==> src/rtl/ccd_pkg.sv <==
package ccd_pkg;
  localparam int unsigned DEF_STEPS  = 4;
  localparam int unsigned DEF_SETTLE = 8;
  localparam int unsigned DEF_SYNC   = 2;

  // half-period in fast cycles for a select code
  function automatic int unsigned half_period(input int unsigned code);
    return 1 << code;
  endfunction
endpackage

==> src/rtl/ccd_sync.sv <==
module ccd_sync #(
  parameter int unsigned W      = 1,
  parameter int unsigned STAGES = 2
) (
  input  logic         clk_i,
  input  logic         rst_ni,
  input  logic [W-1:0] d_i,
  output logic [W-1:0] q_o
);
  logic [W-1:0] stg_q [STAGES];

  for (genvar s = 0; s < STAGES; s++) begin : g_stage
    if (s == 0) begin : g_first
      always_ff @(posedge clk_i or negedge rst_ni)
        if (!rst_ni) stg_q[s] <= '0;
        else         stg_q[s] <= d_i;
    end else begin : g_next
      always_ff @(posedge clk_i or negedge rst_ni)
        if (!rst_ni) stg_q[s] <= '0;
        else         stg_q[s] <= stg_q[s-1];
    end
  end

  assign q_o = stg_q[STAGES-1];
endmodule

==> src/rtl/ccd_sel_filter.sv <==
module ccd_sel_filter #(
  parameter int unsigned SEL_W     = 2,
  parameter int unsigned SETTLE    = 8,
  parameter logic [SEL_W-1:0] RST_SEL = '1
) (
  input  logic             clk_i,
  input  logic             rst_ni,
  input  logic [SEL_W-1:0] sel_i,
  output logic [SEL_W-1:0] sel_o
);
  localparam int unsigned CW = (SETTLE > 1) ? $clog2(SETTLE) : 1;
  localparam logic [CW-1:0] LAST = CW'(SETTLE - 1);

  logic [SEL_W-1:0] seen_q;
  logic [CW-1:0]    hold_q;

  always_ff @(posedge clk_i or negedge rst_ni) begin
    if (!rst_ni) begin
      seen_q <= RST_SEL;
      hold_q <= '0;
      sel_o  <= RST_SEL;
    end else if (sel_i != seen_q) begin
      seen_q <= sel_i;
      hold_q <= '0;
    end else if (hold_q != LAST) begin
      hold_q <= hold_q + 1'b1;
    end else begin
      sel_o <= seen_q;
    end
  end
endmodule

==> src/rtl/ccd_phase_gen.sv <==
module ccd_phase_gen #(
  parameter int unsigned STEPS = 4,
  parameter int unsigned SEL_W = 2,
  parameter logic [SEL_W-1:0] RST_SEL = '1
) (
  input  logic             clk_i,
  input  logic             rst_ni,
  input  logic [SEL_W-1:0] sel_i,
  input  logic             en_i,
  output logic [SEL_W-1:0] ratio_o,
  output logic             gate_o,
  output logic             clk_o
);
  logic [STEPS-1:0] cnt_q, cnt_n;
  logic [SEL_W-1:0] ratio_n;
  logic             gate_n, wrap;

  // all taps fall together when the counter wraps
  assign wrap  = &cnt_q;
  assign cnt_n = cnt_q + 1'b1;

  always_comb begin
    ratio_n = ratio_o;
    gate_n  = gate_o;
    if (wrap) begin
      ratio_n = sel_i;
      gate_n  = en_i;
    end
  end

  always_ff @(posedge clk_i or negedge rst_ni) begin
    if (!rst_ni) begin
      cnt_q   <= '0;
      ratio_o <= RST_SEL;
      gate_o  <= 1'b0;
      clk_o   <= 1'b0;
    end else begin
      cnt_q   <= cnt_n;
      ratio_o <= ratio_n;
      gate_o  <= gate_n;
      clk_o   <= gate_n & cnt_n[ratio_n];
    end
  end
endmodule

==> src/rtl/card_clk_divider.sv <==
module card_clk_divider #(
  parameter int unsigned DIV_STEPS   = ccd_pkg::DEF_STEPS,
  parameter int unsigned SETTLE      = ccd_pkg::DEF_SETTLE,
  parameter int unsigned SYNC_STAGES = ccd_pkg::DEF_SYNC,
  localparam int unsigned SEL_W      = $clog2(DIV_STEPS)
) (
  input  logic             clk_i,
  input  logic             rst_ni,
  input  logic [SEL_W-1:0] div_sel_i,
  input  logic             clk_en_i,
  output logic             card_clk_o
);
  localparam logic [SEL_W-1:0] RST_SEL = SEL_W'(DIV_STEPS - 1);

  logic [SEL_W-1:0] sel_s, sel_acc, ratio_q;
  logic             en_s, gate_q;

  ccd_sync #(.W(SEL_W), .STAGES(SYNC_STAGES)) u_sel_sync (
    .clk_i(clk_i), .rst_ni(rst_ni), .d_i(div_sel_i), .q_o(sel_s)
  );

  ccd_sync #(.W(1), .STAGES(SYNC_STAGES)) u_en_sync (
    .clk_i(clk_i), .rst_ni(rst_ni), .d_i(clk_en_i), .q_o(en_s)
  );

  ccd_sel_filter #(.SEL_W(SEL_W), .SETTLE(SETTLE), .RST_SEL(RST_SEL)) u_filter (
    .clk_i(clk_i), .rst_ni(rst_ni), .sel_i(sel_s), .sel_o(sel_acc)
  );

  ccd_phase_gen #(.STEPS(DIV_STEPS), .SEL_W(SEL_W), .RST_SEL(RST_SEL)) u_phase (
    .clk_i(clk_i), .rst_ni(rst_ni), .sel_i(sel_acc), .en_i(en_s),
    .ratio_o(ratio_q), .gate_o(gate_q), .clk_o(card_clk_o)
  );
endmodule

==> config.mk <==
export PLATFORM = sky130hd
export DESIGN_NAME = card_clk_divider
export DESIGN_NICKNAME = d
export VERILOG_FILES = /design/src/rtl/ccd_pkg.sv /design/src/rtl/ccd_sync.sv /design/src/rtl/ccd_sel_filter.sv /design/src/rtl/ccd_phase_gen.sv /design/src/rtl/card_clk_divider.sv
export SDC_FILE = /design/constraint.sdc
export NUM_CORES = 1
export LEC_CHECK = 0
export ABC_AREA = 1
export BUFFER_PORTS_ARGS = -buffer_cell sky130_fd_sc_hd__buf_2
export CAP_MARGIN = 5
export CELL_PAD_IN_SITES_DETAIL_PLACEMENT = 1
export CELL_PAD_IN_SITES_GLOBAL_PLACEMENT = 1
export CORE_UTILIZATION = 48
export CTS_BUF_LIST = sky130_fd_sc_hd__clkbuf_4 sky130_fd_sc_hd__clkbuf_8
export CTS_CLUSTER_DIAMETER = 40
export DETAILED_ROUTE_END_ITERATION = 10
export GPL_ROUTABILITY_DRIVEN = 0
export PLACE_DENSITY_LB_ADDON = 0.1
export SLEW_MARGIN = 0
export SYNTH_ARGS = -nofsm -noshare
export SYNTH_HDL_FRONTEND = slang
export SYNTH_HIERARCHICAL = 1
export SYNTH_SLANG_ARGS = --single-unit
==> constraint.sdc <==
create_clock -name clk_i -period 1.5 [get_ports clk_i]
set_input_delay 0.075 -clock clk_i [delete_from_list [all_inputs] [get_ports clk_i]]
set_output_delay 0.075 -clock clk_i [all_outputs]
set_load 0.01 [all_outputs]
==> summary.md, run 1 <==
| Metric | Value |
|---|---|
| Min Tclk post-route | `1330 ps` |
| 1st-iter DRT viols | `3` |
| N_diodes | `0` |
| Tightest Pin Transition | `~440 ps` |
| Fin. max-slew vios | `0` |
| Share of Yosys cell area claimed by the top area cell type | `40.8%` |
| Final wirelength | `1.45 mm` |
| Largest area contributor in the netlist | `dfrtp_1` |
| CTS Buf Count | `3` |
| Setup TNS | `0 ps` |
| Outcome | `completed` |
| Worst r2r src | `u_phase/cnt_q[0]$_DFF_PN0_` |
| CP Data Arrival Time | `1560 ps` |
| Initial antenna violation count | `0` |
| Cell count after synthesis | `91` |
| Hold WS | `~240 ps` |
| CTS HTree Levels | `1` |
| Post-route DRC | `0` |
| FP Rows | `15` |
| Sw Ratio | `21.1%` |
| Sw Pwr | `0.000195 W` |
| Gate power share | `5.4%` |
| GRT Util Overall | `18.2%` |
| Setup crit end kind | `flip-flop` |
| Total power | `0.000921 W` |
| CP max-delay cell | `dfrtp_1` |
| Root Driver | `clkbuf_4` |
| Clock skew | `3.41 ps` |
| Post-CTS Setup Inserts | `0` |
| Die area | `2090 um^2` |
| Max Cap Viol | `0` |
| Nets | `108` |
| Die width | `45.8 um` |
| Final Hold Viols | `0` |
| Dpl hpwl | `1.13 mm` |
| Leading cell type in the layout, fill and taps excluded | `nand2_1` |
| Yosys reg bits | `21` |
| Worst vdd ir | `668 uV` |
| First-pass GRT wire length | `2.52 mm` |
| Clk sinks | `21` |
| Worst setup SP type | `flip-flop` |
| DR WL/cell | `roughly 12 um` |
| Synthesized Nets | `99` |
| Most frequent cells in the layout | `nand2_1 (20), inv_1 (16), dfrtp_1 (15), nand2_2 (6), dfstp_2 (6)` |
| Power per cell area | `around 910 nW/um^2` |
| Crit-path max cell delay | `420 ps` |
| Routed vias | `575` |
| GRT overflow | `0` |
| Ys Warns | `6` |
| PortBufs | `5` |
| R2R Setup Slk | `between 150 and 200 ps` |
| Crit-path max FO | `6` |
| Worst-Skew Late Latency | `290 ps` |
| Area of the multi-input gates | `297 um^2` |
| RSZ-0062 raised after global routing | `no` |
| Die height | `about 46 um` |
| Post-Syn Area per Cell | `10.1 um^2` |
| Max_slew headroom | `70.5%` |
| Worst-path clk slew | `between 100 and 150 ps` |
| CTS tree | `yes` |
| Clk pwr share | `about 30%` |
| IO Pins | `6` |
| DP Area | `946 um^2` |
| Share of cells above drive strength 1 | `29.3%` |
| Vias per Instance | `4.64` |
| Max Fclk | `between 700 and 800 MHz` |
| Drt pass-1 iters | `3` |
| Sequential Area | `about 530 um^2` |
| Antenna-violating nets left | `0` |
| Non-Filler Cell Area, Final | `between 1000 and 1500 um^2` |
| Reg2Reg Depth | `5` |
| Worst R2R End | `u_phase/clk_o$_DFF_PN0_` |
| Total internal power | `0.000726 W` |
| Path type of the worst min-delay path | `in -> async` |
| Place WS | `160 ps` |
| Sequential area share after synthesis | `58.0%` |
| Reg power frac | `64.5%` |
| Worst path required time | `1730 ps` |
| Pin count of the biggest net entering global routing | `22` |
| Area Growth Syn to Fin | `10.5%` |
| Largest cells by area after synthesis | `dfrtp_1 (41%), dfstp_2 (17%), nand2_1 (8.2%), inv_1 (6.5%), ha_1 (4.1%)` |
| Setup WS post-layout | `around 170 ps` |
| Vias in the first global route | `601` |
| Leak Pwr | `approximately 0.52 nW` |
| Setup-failing EPs final | `0` |
| Critical path class | `reg -> reg` |
| Initial Utilization | `52.1%` |
| Worst path cell trace | `ha_1, nand3_4, o21ai_0, nand3_2, a21oi_2` |
| Fillers | `209` |
| Clock Tree Buf Depth | `2` |
| Yosys cell types | `17` |
| Synth Cell Area | `920 um^2` |
| Final Cycle Share | `~88%` |
| Core Box Area | `roughly 1800 um^2` |
logic make-up (layout without fill, tap and decap cells):
group                      count (synthesis)  count (layout)  synth area share, %
xor gates and xnor gates                   1               1                0.953
DFF                                       21              21                 58.0
and+or+nand+nor                           40              40                 23.3
buffers and inverters                     21              29                 9.80
adders and majority gates                  3               3                 4.08
AOI/OAI and AO/OA                          5               5                 3.95
metal layers:
| metal | vias up | global-route usage [%] | wire, um | part of all wire [%] |
|---|---|---|---|---|
| met3 | 4 | 8.33 | 51 | 3.5 |
| met5 | - | 0 | 0 | 0 |
| met2 | 9 | 28.3 | 666 | 46 |
| met1 | 270 | 22.1 | 697 | 48 |
| met4 | 0 | 7.06 | 31 | 2.1 |
| li1 | 292 | - | - | - |
Yosys cell counts:
master,number
nand3_1,3
nand3_4,1
clkbuf_1,2
nand3_2,3
nand4_1,4
nor2_1,2
xor2_1,1
nor2_2,1
dfrtp_1,15
inv_1,16
ha_1,3
dfstp_2,6
o21ai_0,2
nand2_2,6
a21oi_2,3
buf_4,3
nand2_1,20
power groups by stage:
stage | logic (W) | registers [W] | clock network [W]
floorplan | 0.0000277 | 0.000601 | 0
global placement | 0.0000408 | 0.000603 | 0
detailed placement | 0.0000425 | 0.000604 | 0
CTS | 0.0000504 | 0.000594 | 0.000298
global route | 0.0000578 | 0.000596 | 0.000319
finish | 0.0000493 | 0.000594 | 0.000278
what timing repair did:
action                    CTS  global route
gates resized for setup     0             0
hold buffers                4             0
hold endpoints to repair   18             0
per-stage QoR:
stage | instances | utilization, %
2_1_floorplan | 91 | -
3_3_place_gp | 116 | 53.6
3_5_place_dp | 116 | 53.6
4_1_cts | 124 | 57.6
5_1_grt | 124 | 57.6
6_report | 124 | 57.6
sequential cells by signal, indices dropped and copies added, names as in the netlist:
| signal | count |
|---|---|
| u_phase/cnt_q | 4 |
| u_filter/seen_q | 2 |
| u_en_sync/stg_q | 1 |
| u_sel_sync/q_o | 2 |
| u_filter/sel_o | 2 |
| u_phase/ratio_o | 2 |
| u_en_sync/q_o | 1 |
| u_phase/gate_o | 1 |
| u_sel_sync/stg_q | 2 |
| u_filter/hold_q | 3 |
| u_phase/clk_o | 1 |
how the worst max path moves through the flow:
| stage | from | to | slack [ps] | depth (start not counted) |
|---|---|---|---|---|
| after floorplan | u_phase/cnt_q[0]$_DFF_PN0_ | u_phase/clk_o$_DFF_PN0_ | 280 | 5 |
| after global placement | u_phase/cnt_q[0]$_DFF_PN0_ | u_phase/clk_o$_DFF_PN0_ | 230 | 7 |
| after detailed placement | u_phase/cnt_q[0]$_DFF_PN0_ | u_phase/clk_o$_DFF_PN0_ | 160 | 5 |
| after CTS | u_phase/cnt_q[0]$_DFF_PN0_ | u_phase/clk_o$_DFF_PN0_ | 140 | 5 |
| after global routing | u_phase/cnt_q[0]$_DFF_PN0_ | u_phase/clk_o$_DFF_PN0_ | 30 | 7 |
| final | u_phase/cnt_q[0]$_DFF_PN0_ | u_phase/clk_o$_DFF_PN0_ | 170 | 5 |
layout make-up:
type	instances	area share, %
repair buffers	9	6.40
well taps	25	3.08
clock buffers	4	2.96
multi-input cells	49	29.2
flip-flops and latches	21	52.5
inverters	16	5.91
critical path: cells and delay by family, from the launching register on:
kind,cells,cell delay (ps)
flops,1,420
compound gates,2,350
fa+ha+maj,1,270
simple gates,2,230
Power figures use the tool's default switching activity.
==> run 2: changes to the inputs <==
--- a/config.mk
+++ b/config.mk
@@ -10,7 +10,7 @@
 export CAP_MARGIN = 5
 export CELL_PAD_IN_SITES_DETAIL_PLACEMENT = 1
 export CELL_PAD_IN_SITES_GLOBAL_PLACEMENT = 1
-export CORE_UTILIZATION = 48
+export CORE_UTILIZATION = 50
 export CTS_BUF_LIST = sky130_fd_sc_hd__clkbuf_4 sky130_fd_sc_hd__clkbuf_8
 export CTS_CLUSTER_DIAMETER = 40
 export DETAILED_ROUTE_END_ITERATION = 10
==> constraint.sdc (replaced) <==
create_clock -name clk_i -period 1.7 [get_ports clk_i]
set_input_delay 0.085 -clock clk_i [delete_from_list [all_inputs] [get_ports clk_i]]
set_output_delay 0.085 -clock clk_i [all_outputs]
set_load 0.01 [all_outputs]
==> summary.md, run 2 (synthesis results as in run 1) <==
| Metric | Value |
|---|---|
| Biggest register | `u_phase/cnt_q` |
| Pin count of the biggest net entering global routing | `22 (unchanged)` |
| Top flop regs | `u_phase/cnt_q x4, u_filter/hold_q x3` |
| DP Area | `946 um^2 (unchanged)` |
| CP Data Arrival Time | `1600 ps (+40 ps)` |
| Die area | `2010 um^2 (-3.8%)` |
| First-pass GRT wire length | `2.50 mm (-0.83%)` |
| Nets | `108 (unchanged)` |
| Setup TNS | `0 ps (unchanged)` |
| Area Growth Syn to Fin | `10.5% (unchanged)` |
| Share of cells above drive strength 1 | `29.3% (unchanged)` |
| Max Cap Viol | `0 (unchanged)` |
| Critical path class | `reg -> reg` |
| Post-route insts no fill | `124 (unchanged)` |
| RSZ-0062 raised after global routing | `no` |
| Placed Cells | `116 (unchanged)` |
| Vias in the first global route | `589 (-2.0%)` |
| Clock Tree Buf Depth | `2 (unchanged)` |
| Hold Buf Count CTS | `4 (unchanged)` |
| Root Driver | `clkbuf_4` |
| CTS HTree Levels | `1 (unchanged)` |
| CTS Buf Count | `3 (unchanged)` |
| DR WL/cell | `12.1 um (+3.4%)` |
| Non-Filler Cell Area, Final | `1020 um^2 (unchanged)` |
| Crit-path max FO | `6 (unchanged)` |
| Setup-failing EPs final | `0 (unchanged)` |
| Vias per Instance | `4.69 (+1.2%)` |
| Clk sinks | `21 (unchanged)` |
| Post-route DRC | `0 (unchanged)` |
| Die height | `44.9 um (-1.9%)` |
| Path type of the worst min-delay path | `in -> async` |
| Antenna-violating nets left | `0 (unchanged)` |
| Max_slew headroom | `70.0% (-0.43 points)` |
| Min Tclk post-route | `1370 ps (+38.9 ps)` |
| Worst path required time | `1930 ps (+200 ps)` |
| Final Cycle Share | `80.3% (-8.1 points)` |
| Worst setup SP type | `flip-flop` |
| N_diodes | `0 (unchanged)` |
| IO Pins | `6 (unchanged)` |
| Tightest Pin Transition | `449 ps (+6.40 ps)` |
| Power per cell area | `799 nW/um^2 (-12%)` |
| Hold WS | `253 ps (+8.88 ps)` |
| Final Hold Viols | `0 (unchanged)` |
| Leading cell type in the layout, fill and taps excluded | `nand2_1` |
| Fin. max-slew vios | `0 (unchanged)` |
| Final wirelength | `1.50 mm (+3.4%)` |
| Routed vias | `582 (+1.2%)` |
| GRT Util Overall | `18.5% (+0.31 points)` |
| Setup crit end kind | `flip-flop` |
| Leak Pwr | `0.521 nW (unchanged)` |
| Initial antenna violation count | `0 (unchanged)` |
| Worst-Skew Late Latency | `300 ps (about the same)` |
| GRT overflow | `0 (unchanged)` |
| Max reg flops | `4 (unchanged)` |
| Initial Utilization | `53.3% (+1.1 points)` |
| Outcome | `completed` |
| Dpl hpwl | `1.13 mm (+0.75%)` |
| Post-CTS Setup Inserts | `0 (unchanged)` |
| PortBufs | `5 (unchanged)` |
| FP Rows | `15 (unchanged)` |
| Clock skew | `1.93 ps (-1.47 ps)` |
| CTS tree | `yes` |
| Most frequent cells in the layout | `nand2_1 (20), inv_1 (16), dfrtp_1 (15), nand2_2 (6), dfstp_2 (6)` |
| Core Box Area | `1730 um^2 (-2.1%)` |
| 1st-iter DRT viols | `3 (unchanged)` |
| Max Fclk | `732 MHz (-2.8%)` |
| Die width | `44.9 um (-1.9%)` |
| Drt pass-1 iters | `3 (unchanged)` |
| Worst vdd ir | `605 uV (-9.4%)` |
| Worst-path clk slew | `100 ps (about the same)` |
| Post-CTS sizing | `0 (unchanged)` |
==> run 2: cell counts in the layout (fill, tap and decap cells not counted) <==
Identical to the previous run, type by type.
==> run 2: power breakdown <==
| part | total [W] | internal [W] | leakage, nW | switching, W |
|---|---|---|---|---|
| Combinational | 0.0000441 | 0.0000175 | 0.254 | 0.0000267 |
| Clock | 0.000244 | 0.000107 | 0.0184 | 0.000137 |
| Sequential | 0.000524 | 0.000516 | 0.248 | 0.00000756 |
==> run 2: final timing paths <==
| check | startpoint | to | slack, ps | cells after the start |
|---|---|---|---|---|
| worst max-delay path | u_phase/cnt_q[0]$_DFF_PN0_ | u_phase/clk_o$_DFF_PN0_ | 330 | 5 |
| min in group clk_i | u_sel_sync/stg_q[2]$_DFF_PN0_ | u_sel_sync/q_o[0]$_DFF_PN0_ | 360 | 0 |
| worst max register to register | u_phase/cnt_q[0]$_DFF_PN0_ | u_phase/clk_o$_DFF_PN0_ | 330 | 5 |
| worst min register to register | u_sel_sync/stg_q[2]$_DFF_PN0_ | u_sel_sync/q_o[0]$_DFF_PN0_ | 360 | 0 |
| worst min-delay path | rst_ni | u_phase/cnt_q[3]$_DFF_PN0_ | 250 | 2 |
| max in group asynchronous | rst_ni | u_filter/seen_q[1]$_DFFE_PN1P_ | 1110 | 2 |
==> run 2: final cells by class <==
cell class                      count  area (um^2)
Tap cell                           25         31.3
Fill cell                         207          711
Timing Repair Buffer                9         65.1
Inverter                           16         60.1
Clock buffer                        4         30.0
Multi-Input combinational cell     49          297
Sequential cell                    21          533
==> run 2: through the flow <==
stage	total power [W]	setup slack, ps	utilization [%]
after floorplan	0.000555	483	-
after global placement	0.000569	423	54.8
after detailed placement	0.000571	355	54.8
after CTS	0.000832	316	58.8
after global routing	0.000847	206	58.8
final	0.000812	335	58.8
==> run 2: worst max-delay path, stage by stage (launching register included) <==
cell	delay (ps)
dfrtp_1	420
ha_1	280
nand3_4	130
o21ai_0	230
nand3_2	100
a21oi_2	130
==> run 2: per-layer routing <==
metal  global-route usage, %  wire length [um]  vias to the layer above
met1                    22.4               704                      277
met4                    5.45                14                        0
met5                       0                 0                        -
met3                    8.40                52                        2
li1                        -                 -                      296
met2                    30.0               724                        7
